File: config.mk
export PLATFORM = sky130hd
export DESIGN_NAME = br_target_unit
export DESIGN_NICKNAME = d
export VERILOG_FILES = /design/src/rtl/bt_pkg.sv /design/src/rtl/bt_decode.sv /design/src/rtl/bt_target.sv /design/src/rtl/bt_pc_reg.sv /design/src/rtl/br_target_unit.sv
export SDC_FILE = /design/constraint.sdc
export NUM_CORES = 1
export LEC_CHECK = 0
export ABC_AREA = 1
export BUFFER_PORTS_ARGS = -buffer_cell sky130_fd_sc_hd__buf_2
export CORE_ASPECT_RATIO = 0.5
export CORE_UTILIZATION = 45
export DETAILED_ROUTE_END_ITERATION = 12
export GPL_TIMING_DRIVEN = 0
export PLACE_DENSITY_LB_ADDON = 0.1
export RECOVER_POWER = 25
export SYNTH_ARGS = -nofsm -noshare
export SYNTH_HDL_FRONTEND = slang
export SYNTH_HIERARCHICAL = 1
export SYNTH_SLANG_ARGS = --single-unit
File: constraint.sdc
create_clock -name clk_i -period 7.7 [get_ports clk_i]
set_input_delay 1.54 -clock clk_i [delete_from_list [all_inputs] [get_ports clk_i]]
set_output_delay 1.54 -clock clk_i [all_outputs]
set_load 0.01 [all_outputs]
File: src/rtl/bt_pkg.sv
package bt_pkg;
  typedef enum logic [2:0] {
    CT_SEQ  = 3'd0,
    CT_BEQZ = 3'd1,
    CT_BNEZ = 3'd2,
    CT_J    = 3'd3,
    CT_JAL  = 3'd4,
    CT_JR   = 3'd5,
    CT_JALR = 3'd6,
    CT_RSV  = 3'd7
  } ctl_e;
endpackage

File: src/rtl/bt_decode.sv
module bt_decode
  import bt_pkg::*;
(
  input  ctl_e ctl_i,
  input  logic test_zero_i,
  output logic is_cond_o,
  output logic cond_take_o,
  output logic is_jrel_o,
  output logic is_jreg_o,
  output logic is_link_o
);
  always_comb begin
    is_cond_o   = 1'b0;
    cond_take_o = 1'b0;
    is_jrel_o   = 1'b0;
    is_jreg_o   = 1'b0;
    is_link_o   = 1'b0;
    unique case (ctl_i)
      CT_BEQZ: begin is_cond_o = 1'b1; cond_take_o = test_zero_i;  end
      CT_BNEZ: begin is_cond_o = 1'b1; cond_take_o = !test_zero_i; end
      CT_J:    is_jrel_o = 1'b1;
      CT_JAL:  begin is_jrel_o = 1'b1; is_link_o = 1'b1; end
      CT_JR:   is_jreg_o = 1'b1;
      CT_JALR: begin is_jreg_o = 1'b1; is_link_o = 1'b1; end
      default: ;
    endcase
  end
endmodule

File: src/rtl/bt_target.sv
module bt_target #(
  parameter int XLEN       = 32,
  parameter int BR_OFF_W   = 16,
  parameter int J_OFF_W    = 26,
  parameter int INSN_BYTES = 4
) (
  input  logic [XLEN-1:0]    pc_plus_i,
  input  logic [J_OFF_W-1:0] off_i,
  input  logic [XLEN-1:0]    rs_val_i,
  output logic [XLEN-1:0]    br_tgt_o,
  output logic [XLEN-1:0]    j_tgt_o,
  output logic               misalign_o
);
  localparam int ALIGN_W = $clog2(INSN_BYTES);

  logic [XLEN-1:0] br_sext, j_sext;

  assign br_sext  = {{(XLEN-BR_OFF_W){off_i[BR_OFF_W-1]}}, off_i[BR_OFF_W-1:0]};
  assign j_sext   = {{(XLEN-J_OFF_W){off_i[J_OFF_W-1]}}, off_i};
  assign br_tgt_o = pc_plus_i + br_sext;
  assign j_tgt_o  = pc_plus_i + j_sext;

  generate
    if (ALIGN_W == 0) begin : g_no_align
      assign misalign_o = 1'b0;
    end else begin : g_align
      assign misalign_o = |rs_val_i[ALIGN_W-1:0];
    end
  endgenerate
endmodule

File: src/rtl/bt_pc_reg.sv
module bt_pc_reg #(
  parameter int XLEN = 32
) (
  input  logic            clk_i,
  input  logic            rst_ni,
  input  logic            step_i,
  input  logic [XLEN-1:0] nxt_i,
  output logic [XLEN-1:0] pc_o
);
  always_ff @(posedge clk_i or negedge rst_ni) begin
    if (!rst_ni)     pc_o <= '0;
    else if (step_i) pc_o <= nxt_i;
  end

  AST_PC_LOAD: assert property (@(posedge clk_i) disable iff (!rst_ni)
    step_i |=> pc_o == $past(nxt_i));
  AST_PC_HOLD: assert property (@(posedge clk_i) disable iff (!rst_ni)
    !step_i |=> $stable(pc_o));
endmodule

File: src/rtl/br_target_unit.sv
module br_target_unit
  import bt_pkg::*;
#(
  parameter int XLEN       = 32,
  parameter int BR_OFF_W   = 16,
  parameter int J_OFF_W    = 26,
  parameter int INSN_BYTES = 4,
  parameter int REG_IDX_W  = 5,
  parameter int LINK_REG   = 31
) (
  input  logic                 clk_i,
  input  logic                 rst_ni,
  input  logic                 step_i,
  input  logic [2:0]           ctl_i,
  input  logic [J_OFF_W-1:0]   off_i,
  input  logic [XLEN-1:0]      rs_val_i,
  input  logic [XLEN-1:0]      test_val_i,
  output logic [XLEN-1:0]      pc_o,
  output logic [XLEN-1:0]      next_pc_o,
  output logic                 taken_o,
  output logic                 misalign_o,
  output logic                 link_we_o,
  output logic [REG_IDX_W-1:0] link_idx_o,
  output logic [XLEN-1:0]      link_val_o
);
  localparam logic [XLEN-1:0] STEP_BYTES = XLEN'(INSN_BYTES);

  ctl_e            ctl;
  logic            is_cond, cond_take, is_jrel, is_jreg, is_link;
  logic [XLEN-1:0] pc_q, pc_plus, br_tgt, j_tgt, nxt;
  logic            reg_misalign;

  assign ctl     = ctl_e'(ctl_i);
  assign pc_plus = pc_q + STEP_BYTES;

  bt_decode u_dec (
    .ctl_i       (ctl),
    .test_zero_i (test_val_i == '0),
    .is_cond_o   (is_cond),
    .cond_take_o (cond_take),
    .is_jrel_o   (is_jrel),
    .is_jreg_o   (is_jreg),
    .is_link_o   (is_link)
  );

  bt_target #(
    .XLEN(XLEN), .BR_OFF_W(BR_OFF_W), .J_OFF_W(J_OFF_W), .INSN_BYTES(INSN_BYTES)
  ) u_tgt (
    .pc_plus_i  (pc_plus),
    .off_i      (off_i),
    .rs_val_i   (rs_val_i),
    .br_tgt_o   (br_tgt),
    .j_tgt_o    (j_tgt),
    .misalign_o (reg_misalign)
  );

  always_comb begin
    nxt       = pc_plus;
    taken_o   = 1'b0;
    link_we_o = 1'b0;
    if (is_cond && cond_take) begin
      nxt     = br_tgt;
      taken_o = 1'b1;
    end else if (is_jrel) begin
      nxt       = j_tgt;
      taken_o   = 1'b1;
      link_we_o = is_link;
    end else if (is_jreg) begin
      if (reg_misalign) begin
        nxt = pc_q; // hold on bad target
      end else begin
        nxt       = rs_val_i;
        taken_o   = 1'b1;
        link_we_o = is_link;
      end
    end
  end

  assign misalign_o = is_jreg && reg_misalign;
  assign next_pc_o  = nxt;
  assign link_idx_o = REG_IDX_W'(LINK_REG);
  assign link_val_o = pc_plus;
  assign pc_o       = pc_q;

  bt_pc_reg #(.XLEN(XLEN)) u_pc (
    .clk_i  (clk_i),
    .rst_ni (rst_ni),
    .step_i (step_i),
    .nxt_i  (nxt),
    .pc_o   (pc_q)
  );

  AST_JUMP_TAKEN: assert property (@(posedge clk_i) disable iff (!rst_ni)
    (ctl_i == 3'd3 || ctl_i == 3'd4) |-> taken_o);
  AST_LINK_ONLY_CALL: assert property (@(posedge clk_i) disable iff (!rst_ni)
    link_we_o |-> (ctl_i == 3'd4 || ctl_i == 3'd6));
  AST_MISALIGN_HOLD: assert property (@(posedge clk_i) disable iff (!rst_ni)
    misalign_o |-> (next_pc_o == pc_o && !taken_o && !link_we_o));
  AST_SEQ_NOT_TAKEN: assert property (@(posedge clk_i) disable iff (!rst_ni)
    (ctl_i == 3'd0 || ctl_i == 3'd7) |-> (!taken_o && next_pc_o == pc_o + STEP_BYTES));
  AST_REG_TARGET: assert property (@(posedge clk_i) disable iff (!rst_ni)
    (taken_o && (ctl_i == 3'd5 || ctl_i == 3'd6)) |-> next_pc_o == rs_val_i);
endmodule

==> flow_summary_export.csv, run 1 <==
group,metric,value,unit
final_layout,fin_nets,1784,
drt,postRouteAntennaNets,0,
final_layout,insertedDiodeCount,0,
drt,met2_length,13100,um
synth,syn_avg_cell_area,5.18,sq um
floorplanning,fp.dieW,184,um
floorplanning,io_pins,200,
final_layout,drive_gt1_share,17.1,%
synth,synthArstFlopShare,100,%
sta,max_freq,0.176,GHz
floorplanning,start_util,47.2,%
worst_setup_path,crit_path_end,"next_pc_o[29]",
synth,yosys_register_bits,32,
worst_setup_path,rr_startpoint,"u_pc/pc_o[2]",
cts,clk_pin_slew_worst_paths,0.05,ns
sta,finalSetupViolations,0,
cts,cts_tree,"built",
worst_hold_path,min_path_type,"reg -> reg",
drt,wl_met1,13400,um
grt,grt_pass1_wl,46100,um
sta,grt_setup_unrepaired,"no",
final_layout,instances_no_fill,1861,
grt,grt_max_degree,33,
place,dpl.hpwl,25400,um
place,gp_congestion,1.06,
floorplanning,die_h,92.9,um
sta,period_needed,5.67,ns
place,place_area,0.00870,sq mm
drt,totalWireLength,30400,um
sta,relSlewSlack,-41.5,%
final_layout,syn_to_final_growth,18.6,%
worst_setup_path,reg2reg_depth,23,
final_layout,largest_registers,"u_pc/pc_o x32",
cts,clkLatencyLatePin,0.28,ns
final_layout,largest_reg_flops,32,
worst_setup_path,path_max_fanout,10,
synth,yosysTopAreaCell,"nand2_1",
synth,ys_warn_count,6,
drt,drt-vias-per-instance,5.14,
synth,netlist_top_cells_area,"nand2_1, dfrtp_1, inv_1",
place,io_buffer_count,193,
worst_setup_path,crit_chain,"buf_2 -> nor4_1 -> nand4_1 -> nor2_1 -> nand4_1 -> nand2_1 -> nand2_1 -> inv_1 -> buf_2 -> clkbuf_1 -> nand2_1 -> nand2_1 -> buf_2",
power_and_ir_drop,p_leak,5.55,nW
floorplanning,core-area,0.0158,sq mm
worst_setup_path,r2r_end,"u_pc/pc_o[31]",
drt,drtIter0Drc,794,
final_layout,layout_commonest_cell,"nand2_1",
floorplanning,dieArea,0.0171,sq mm
worst_hold_path,min_path_cells,2,
sta,finalCritPeriodShare,73.7,%
synth,netlist.area_leader.share,34.6,%
grt,grt_antenna_before_repair,0,
drt,vias,9574,
drt,dr_wl_met3,3540,um
cts,clockRootBuffer,"clkbuf_16",
drt,wl_per_cell,16.4,um
cts,clock_path_buffers,2,
worst_setup_path,endpoint_kind,"output port",
status,violations,"capacitance limit, slew limit",
power_and_ir_drop,power_density,289,mW/mm^2
sta,timing.hold.ws,0.570,ns
synth,syn_area,0.00744,sq mm
synth,synth_flop_cell,"dfrtp_1",
status,status,"complete, but fails checks",
synth,synth_edf_count,0,
worst_setup_path,reg2reg_slack,3.88,ns
final_layout,top_register,"u_pc/pc_o",
floorplanning,row_count,32,
cts,numCtsBuffers,5,
worst_setup_path,crit_type,"in -> out",
sta,maxSlewViolCount,33,
sta,setup_tns,0,ns
synth,syn_inst,1436,
final_layout,fillers,1759,
sta,finalHoldViolations,0,
final_layout,final_area,0.00882,sq mm
worst_setup_path,cp.required,6.16,ns
worst_setup_path,crit_arrival,4.13,ns
sta,clock_skew,0.00410,ns
synth,ys_seq_area_share,10.8,%
worst_hold_path,hold_start,"u_pc/pc_o[0]",
grt,grt_pass1_vias,8701,
drt,routed.top_layer,"met4",
flow_run,drv_cap,1,
worst_setup_path,slowest_delay,0.37,ns
place,dp.cells,1854,
drt,drt_pass1_iterations,5,
cts,hold_buffers,0,
final_layout,layout_common_cells,"nand2_1, inv_1, buf_2, nor2_1, nand3_1",
drt,drc,0,
worst_setup_path,slowest_stage,"clkbuf_1",
power_and_ir_drop,ir_worst_vdd,0.200,mV
cts,h-tree-depth,2,
worst_setup_path,crit_top_cell,"nand2_1",
worst_setup_path,critPathLaunch,"test_val_i[8]",
cts,post_cts_buffers,0,
cts,cts_resized,0,
synth,synth.distinct_cells,41,
grt,gr-total-overflow,0,
cts,cts.sinks,32,
worst_setup_path,crit_path_start_kind,"input port",
sta,tightest_slew,2.12,ns
grt,grt_usage,35.6,%
## logic make-up (layout without fill, tap and decap cells)
logic type	count (synthesis)	count (layout)	share of synthesized area [%]
adder cells (fa/ha/maj)	48	48	8.17
AND/OR/NAND/NOR	974	974	53.7
AO/OA/AOI/OAI	90	90	7.59
buffers and inverters	261	461	15.4
other	1	5	0.0504
XOR/XNOR	30	30	4.24
flip-flops	32	32	10.8
## Yosys cell counts (3+ instances only)
library cell / number
a21oi_1: 41
nor2_2: 4
clkbuf_8: 3
inv_1: 208
nor4_1: 8
nand2_1: 685
buf_6: 3
nand4_1: 11
nor3_1: 5
clkbuf_1: 13
a221oi_1: 21
ha_1: 47
o21ai_0: 11
nand3b_1: 8
xor2_1: 17
or2_2: 4
nand3_1: 51
xnor2_1: 6
xor2_2: 7
nor2_4: 10
nor2_1: 154
a22oi_1: 5
dfrtp_1: 32
buf_2: 5
buf_4: 23
nand2_2: 25
a31oi_1: 6
and2_1: 5
## how the worst min path moves through the flow
stage,end,slack [ns]
3_3_place_gp,u_pc/pc_o[0],0.54
4_1_cts,u_pc/pc_o[0],0.57
5_1_grt,u_pc/pc_o[0],0.58
6_report,u_pc/pc_o[0],0.57
2_1_floorplan,u_pc/pc_o[31],0.56
3_5_place_dp,u_pc/pc_o[0],0.55
## worst max-delay path: cells and delay by family
kind / cells / cell delay [ns]
buffers and inverters: 5 / 1.16
and+or+nand+nor: 8 / 1.43
## stage by stage
stage	total power, mW	worst slack [ns]	utilization [%]
2_1_floorplan	1.63	2.95	-
3_3_place_gp	2.28	2.17	55.1
3_5_place_dp	2.30	2.13	55.1
4_1_cts	2.51	2.13	56.0
5_1_grt	2.77	1.80	55.9
6_report	2.55	2.03	55.9
## routing by layer
metal | global-route usage [%] | vias up
met1 | 47.8 | 4340
met4 | 6.25 | 0
met5 | 0 | -
met2 | 57.9 | 424
met3 | 9.08 | 30
li1 | - | 4780
## area by class of cell
cell class | count | area [sq um] | share of cell area [%]
clock buffer | 6 | 129 | 1.46
timing repair buffer | 193 | 955 | 10.8
multi-input combinational | 1147 | 5500 | 62.4
buffer | 49 | 345 | 3.92
clock inverter | 1 | 5.00 | 0.0568
tap | 221 | 277 | 3.14
inverter | 212 | 803 | 9.11
sequential | 32 | 801 | 9.08
## power by group
part	leakage [nW]	switching, mW	internal [mW]
Clock	0.0667	0.0787	0.118
Combinational	5.09	1.30	0.708
Sequential	0.393	0.126	0.220
(Power assumes the default switching activity.)
==> inputs of run 2 (changes only) <==
--- a/config.mk
+++ b/config.mk
@@ -5,7 +5,7 @@
 export SDC_FILE = /design/constraint.sdc
 export NUM_CORES = 1
 export LEC_CHECK = 0
-export ABC_AREA = 1
+export ABC_AREA = 0
 export BUFFER_PORTS_ARGS = -buffer_cell sky130_fd_sc_hd__buf_2
 export CORE_ASPECT_RATIO = 0.5
 export CORE_UTILIZATION = 45
==> constraint.sdc (replaced) <==
create_clock -name clk_i -period 5.65 [get_ports clk_i]
set_input_delay 1.13 -clock clk_i [delete_from_list [all_inputs] [get_ports clk_i]]
set_output_delay 1.13 -clock clk_i [all_outputs]
set_load 0.01 [all_outputs]
==> flow_summary_export.csv, run 2 <==
group,metric,value,unit
synth,synth_flop_cell,"dfrtp_1",
grt,grt_antenna_before_repair,0,
worst_hold_path,hold_start,"u_pc/pc_o[8]",
synth,netlist_top_cells_area,"dfrtp_1, ha_1, mux2_4",
sta,period_needed,5.60,ns
place,dp.cells,1218,
place,io_buffer_count,193,
power_and_ir_drop,comb_power_share,82.3,%
grt,gr-total-overflow,0,
worst_setup_path,cp.required,4.52,ns
place,gp_congestion,0.935,
power_and_ir_drop,power_density,612,mW/mm^2
worst_setup_path,reg2reg_depth,17,
power_and_ir_drop,p_clk_share,6.5,%
final_layout,syn_to_final_growth,30.1,%
floorplanning,io_pins,200,
grt,grt_pass1_wl,34500,um
sta,clock_skew,0.00864,ns
drt,totalWireLength,23300,um
synth,synth_edf_count,0,
synth,ys_warn_count,6,
power_and_ir_drop,sequentialPowerShare,11.2,%
sta,max_freq,0.179,GHz
worst_setup_path,crit_path_start_kind,"flop",
grt,grt_usage,29.9,%
worst_hold_path,min_path_type,"reg -> reg",
cts,numCtsBuffers,5,
drt,postRouteAntennaNets,0,
final_layout,drive_gt1_share,36.9,%
synth,ys_seq_area_share,12.5,%
sta,grt_setup_unrepaired,"yes",
floorplanning,dieArea,0.0148,sq mm
cts,clockRootBuffer,"clkbuf_16",
drt,wl_per_cell,18.7,um
status,status,"complete, but fails checks",
synth,syn_avg_cell_area,7.74,sq um
final_layout,fillers,1327,
worst_setup_path,crit_type,"reg -> out",
sta,finalCritPeriodShare,99.1,%
cts,cts.sinks,32,
final_layout,instances_no_fill,1248,
worst_setup_path,reg2reg_slack,1.23,ns
cts,h-tree-depth,2,
power_and_ir_drop,swShare,50.4,%
drt,drt_pass1_iterations,7,
place,dpl.hpwl,18100,um
worst_hold_path,min_path_cells,1,
synth,netlist.area_leader.share,12.5,%
final_layout,fin_nets,1199,
sta,maxSlewViolCount,33,
floorplanning,start_util,46.7,%
power_and_ir_drop,power_switching,2.58,mW
cts,clk_pin_slew_worst_paths,0.06,ns
final_layout,largest_registers,"u_pc/pc_o x32",
worst_setup_path,rr_startpoint,"u_pc/pc_o[8]",
flow_run,drv_cap,1,
final_layout,layout_commonest_cell,"buf_2",
synth,syn_inst,829,
grt,grt_pass1_vias,6495,
worst_hold_path,holdPathEnd,"u_pc/pc_o[8]",
cts,clkLatencyLatePin,0.28,ns
sta,finalHoldViolations,0,
sta,relSlewSlack,-17.8,%
synth,synthArstFlopShare,100,%
cts,hold_buffers,0,
drt,drc,0,
sta,finalSetupViolations,0,
power_and_ir_drop,ir_worst_vdd,0.271,mV
synth,synth.distinct_cells,84,
sta,setup_tns,0,ns
worst_setup_path,endpoint_kind,"output port",
floorplanning,die_h,86.5,um
floorplanning,fp.dieW,171,um
final_layout,largest_reg_flops,32,
grt,grt_max_degree,33,
synth,yosys_register_bits,32,
worst_setup_path,path_max_fanout,7,
synth,yosysTopAreaCell,"dfrtp_1",
final_layout,insertedDiodeCount,0,
cts,cts_tree,"built",
worst_setup_path,r2r_end,"u_pc/pc_o[28]",
synth,yosysMostFrequentCell,"a21oi_1",
power_and_ir_drop,p_leak,3.91,nW
final_layout,top_register,"u_pc/pc_o",
power_and_ir_drop,p_int,2.53,mW
drt,drt-vias-per-instance,5.97,
floorplanning,core-area,0.0137,sq mm
final_layout,layout_common_cells,"buf_2, a21oi_1, nor2_1, nand2_1, buf_4",
floorplanning,row_count,30,
sta,tightest_slew,1.77,ns
status,violations,"capacitance limit, slew limit",
drt,vias,7451,
cts,clock_path_buffers,2,
synth,syn_area,0.00642,sq mm
drt,drtIter0Drc,803,
synth,yosys-top-cells-count,"a21oi_1, nor2_1, nand2_1",
worst_setup_path,crit_arrival,4.47,ns
[run 2: cell types whose count changed after synthesis, moves of 30 or more]
cell     change
inv_1      -190
nand2_1    -628
xnor2_1     +43
mux2_4      +30
nor2_1      -85
a21oi_1     +47
[run 2: power by group through the flow]
stage,clock network [mW],logic [mW],registers [mW]
after floorplan,0,2.78,0.547
after global placement,0,3.83,0.539
after detailed placement,0,3.87,0.540
after CTS,0.343,4.00,0.548
after global routing,0.350,4.54,0.588
final,0.334,4.21,0.571
[run 2: worst max-delay path by stage]
stage	from	to	slack, ns	cells past startpoint
after global routing	u_pc/pc_o[4]	next_pc_o[28]	-0.08	17
after CTS	u_pc/pc_o[5]	next_pc_o[28]	-0.03	17
after floorplan	u_pc/pc_o[2]	next_pc_o[28]	0.39	18
after global placement	u_pc/pc_o[2]	next_pc_o[31]	-0.33	19
after detailed placement	u_pc/pc_o[2]	next_pc_o[28]	-0.32	19
final	u_pc/pc_o[8]	next_pc_o[28]	0.05	17
[run 2: cell type report]
cell class,instances,area [sq um],share of cell area [%]
tap,192,240,2.88
multi-input combinational,713,5460,65.3
sequential,32,811,9.70
buffer,64,427,5.11
timing repair buffer,220,1170,14.0
clock inverter,1,30.0,0.359
inverter,19,71.3,0.854
clock buffer,7,153,1.83
[run 2: per-layer routing]
| metal | vias to the layer above | GRT usage [%] | share of wire [%] |
|---|---|---|---|
| li1 | 3545 | - | - |
| met1 | 3525 | 42.2 | 45 |
| met2 | 359 | 49.0 | 45 |
| met3 | 22 | 4.25 | 8.1 |
| met4 | 0 | 5.44 | 1.6 |
| met5 | - | 0 | 0 |
[run 2: per-stage QoR]
stage	hold WS, ns	util [%]	power (mW)	setup WS, ns	cell area [sq um]
2_1_floorplan	0.567	-	3.33	0.394	6430
3_3_place_gp	0.520	55.6	4.37	-0.327	7640
3_5_place_dp	0.525	55.6	4.41	-0.318	7640
4_1_cts	0.543	58.6	4.89	-0.0271	8050
5_1_grt	0.554	60.8	5.48	-0.0804	8350
6_report	0.543	60.8	5.11	0.0506	8350
[run 2: timing repair]
action,CTS,global route
gates resized for setup,33,51
buffers inserted,13,14
gates cloned,0,0
pin swaps,7,17
endpoints found under the setup margin,15,13
[run 2: logic make-up (layout without fill, tap and decap cells)]
kind of cell	Yosys count	after routing	share of synthesized area (%)
other	1	5	0.0584
and+or+nand+nor	287	287	23.3
muxes	53	53	10.7
xor gates and xnor gates	66	66	9.00
DFF	32	32	12.5
buffers and inverters	88	311	7.72
AOI/OAI and AO/OA	254	254	27.3
adders and majority gates	48	48	9.47
[run 2: worst max-delay path: stages (launching register included)]
cell      delay (ns)
dfrtp_1         0.37
clkbuf_4        0.19
nand4_1         0.22
nor4_1          0.50
xor2_1          0.25
buf_4           0.19
ha_1            0.31
nor3_1          0.17
nor2_1          0.10
a211o_1         0.29
o211a_1         0.28
a41oi_4         0.27
nor3_1          0.07
a311o_1         0.36
a21oi_1         0.16
a21oi_1         0.08
a31o_2          0.26
buf_2           0.14
==> inputs of run 3 (changes only) <==
==> constraint.sdc (replaced) <==
create_clock -name clk_i -period 7.3 [get_ports clk_i]
set_input_delay 1.46 -clock clk_i [delete_from_list [all_inputs] [get_ports clk_i]]
set_output_delay 1.46 -clock clk_i [all_outputs]
set_load 0.01 [all_outputs]
==> flow_summary_export.csv, run 3 (synthesized netlist as in run 2, its figures left out) <==
group,metric,value,unit
worst_setup_path,endpoint_kind,"output port",
sta,grt_setup_unrepaired,"no",
cts,h-tree-depth,2,
final_layout,layout_common_cells,"buf_2, a21oi_1, nor2_1, nand2_1, xnor2_1",
final_layout,top_register,"u_pc/pc_o",
sta,setup_tns,0,ns
floorplanning,start_util,46.7,%
grt,grt_pass1_vias,6386,
status,violations,"capacitance limit, slew limit",
floorplanning,fp.dieW,171,um
final_layout,fillers,1376,
sta,relSlewSlack,-17.1,%
final_layout,fin_nets,1177,
sta,timing.hold.ws,0.543,ns
drt,wl_per_cell,18.2,um
sta,clock_skew,0.00902,ns
final_layout,multi_input_area,0.00514,sq mm
worst_setup_path,cp.required,5.84,ns
final_layout,layout_commonest_cell,"buf_2",
place,place_area,0.00764,sq mm
final_layout,final_area,0.00781,sq mm
cts,numCtsBuffers,5,
drt,drt-vias-per-instance,5.92,
cts,clock_path_buffers,2,
cts,cts_resized,0,
grt,grt_max_degree,33,
grt,gr-total-overflow,0,
status,status,"complete, but fails checks",
drt,postRouteAntennaNets,0,
cts,cts.sinks,32,
power_and_ir_drop,power_density,476,mW/mm^2
grt,grt_usage,29.5,%
worst_setup_path,path_max_fanout,10,
floorplanning,die_h,86.5,um
floorplanning,row_count,30,
sta,maxSlewViolCount,33,
sta,max_freq,0.150,GHz
flow_run,drv_cap,1,
cts,hold_buffers,0,
worst_hold_path,min_path_type,"reg -> reg",
worst_setup_path,crit_path_start_kind,"flop",
sta,finalCritPeriodShare,91.4,%
power_and_ir_drop,ir_worst_vdd,0.180,mV
final_layout,largest_reg_flops,32,
place,dpl.hpwl,18100,um
drt,drt_pass1_iterations,6,
cts,cts_tree,"built",
cts,clkLatencyLatePin,0.28,ns
grt,grt_antenna_before_repair,0,
floorplanning,core-area,0.0137,sq mm
drt,drtIter0Drc,759,
worst_setup_path,crit_type,"reg -> out",
place,gp_congestion,0.935,
grt,grt_pass1_wl,34000,um
worst_setup_path,crit_arrival,5.21,ns
sta,finalHoldViolations,0,
sta,period_needed,6.67,ns
final_layout,insertedDiodeCount,0,
sta,tightest_slew,1.76,ns
final_layout,syn_to_final_growth,21.7,%
final_layout,drive_gt1_share,28.8,%
cts,clockRootBuffer,"clkbuf_16",
final_layout,largest_registers,"u_pc/pc_o x32",
drt,drc,0,
floorplanning,dieArea,0.0148,sq mm
drt,vias,7256,
final_layout,register_area,801,sq um
cts,clk_pin_slew_worst_paths,0.06,ns
place,io_buffer_count,193,
cts,post_cts_buffers,0,
power_and_ir_drop,p_leak,3.68,nW
floorplanning,io_pins,200,
drt,totalWireLength,22300,um
sta,finalSetupViolations,0,
## run 3: changes by cell type in the layout (fill, tap and decap cells not counted), moves of 7 or more
cell / before / now
xnor2_2: 8 / 0
dfrtp_1: 24 / 32
ha_1: 40 / 47
nor3_1: 16 / 23
buf_4: 51 / 24
xnor2_1: 40 / 49
clkbuf_1: 25 / 38
dfrtp_2: 8 / 0
## run 3: layout make-up
type	count	area share (%)
tap	192	3.07
timing repair buffer	193	12.2
inverter	19	0.913
clock inverter	1	0.384
multi-input combinational	713	65.8
sequential	32	10.2
buffer	69	5.43
clock buffer	7	1.95
## run 3: worst paths after layout
kind	to	from	slack (ns)	cells past startpoint
min	u_pc/pc_o[11]	u_pc/pc_o[11]	0.54	1
max in group asynchronous	u_pc/pc_o[28]	rst_ni	4.64	1
min reg2reg	u_pc/pc_o[11]	u_pc/pc_o[11]	0.54	1
min in group asynchronous	u_pc/pc_o[5]	rst_ni	1.63	1
max	next_pc_o[28]	u_pc/pc_o[15]	0.63	17
max reg2reg	u_pc/pc_o[28]	u_pc/pc_o[15]	2.13	17
## run 3: metrics by stage
stage                     instances  setup slack, ns  power (mW)  util (%)
final                          1226            0.626        3.72      56.9
after global routing           1226            0.313        4.01      56.9
after CTS                      1226            0.676        3.70      56.9
after detailed placement       1218             1.00        3.41      55.6
after global placement         1218            0.993        3.38      55.6
after floorplan                 833             1.71        2.58         -
## run 3: worst max-delay path, stage by stage (launching register included)
cell and delay (ns):
dfrtp_1 0.36, buf_2 0.20, nand4_1 0.22, nor4_1 0.82, nand3_1 0.19, xnor2_1 0.62
ha_1 0.36, clkbuf_1 0.20, and3_1 0.29, a31oi_1 0.19, nand2_1 0.13, a41oi_4 0.28
nor3_1 0.08, a311o_1 0.36, a21oi_1 0.16, a21oi_1 0.08, a31o_2 0.26, buf_2 0.14
## run 3: per-layer routing
metal,global-route usage (%),wire length [um]
met1,42.2,10400
met2,47.8,9910
met3,3.70,1750
met4,5.28,298
met5,0,0
## run 3: report_power, final
| group | total (mW) | switching, mW | internal [mW] |
|---|---|---|---|
| registers | 0.422 | 0.155 | 0.267 |
| clock network | 0.259 | 0.0791 | 0.180 |
| logic | 3.04 | 1.67 | 1.37 |
| total | 3.72 | 1.90 | 1.82 |
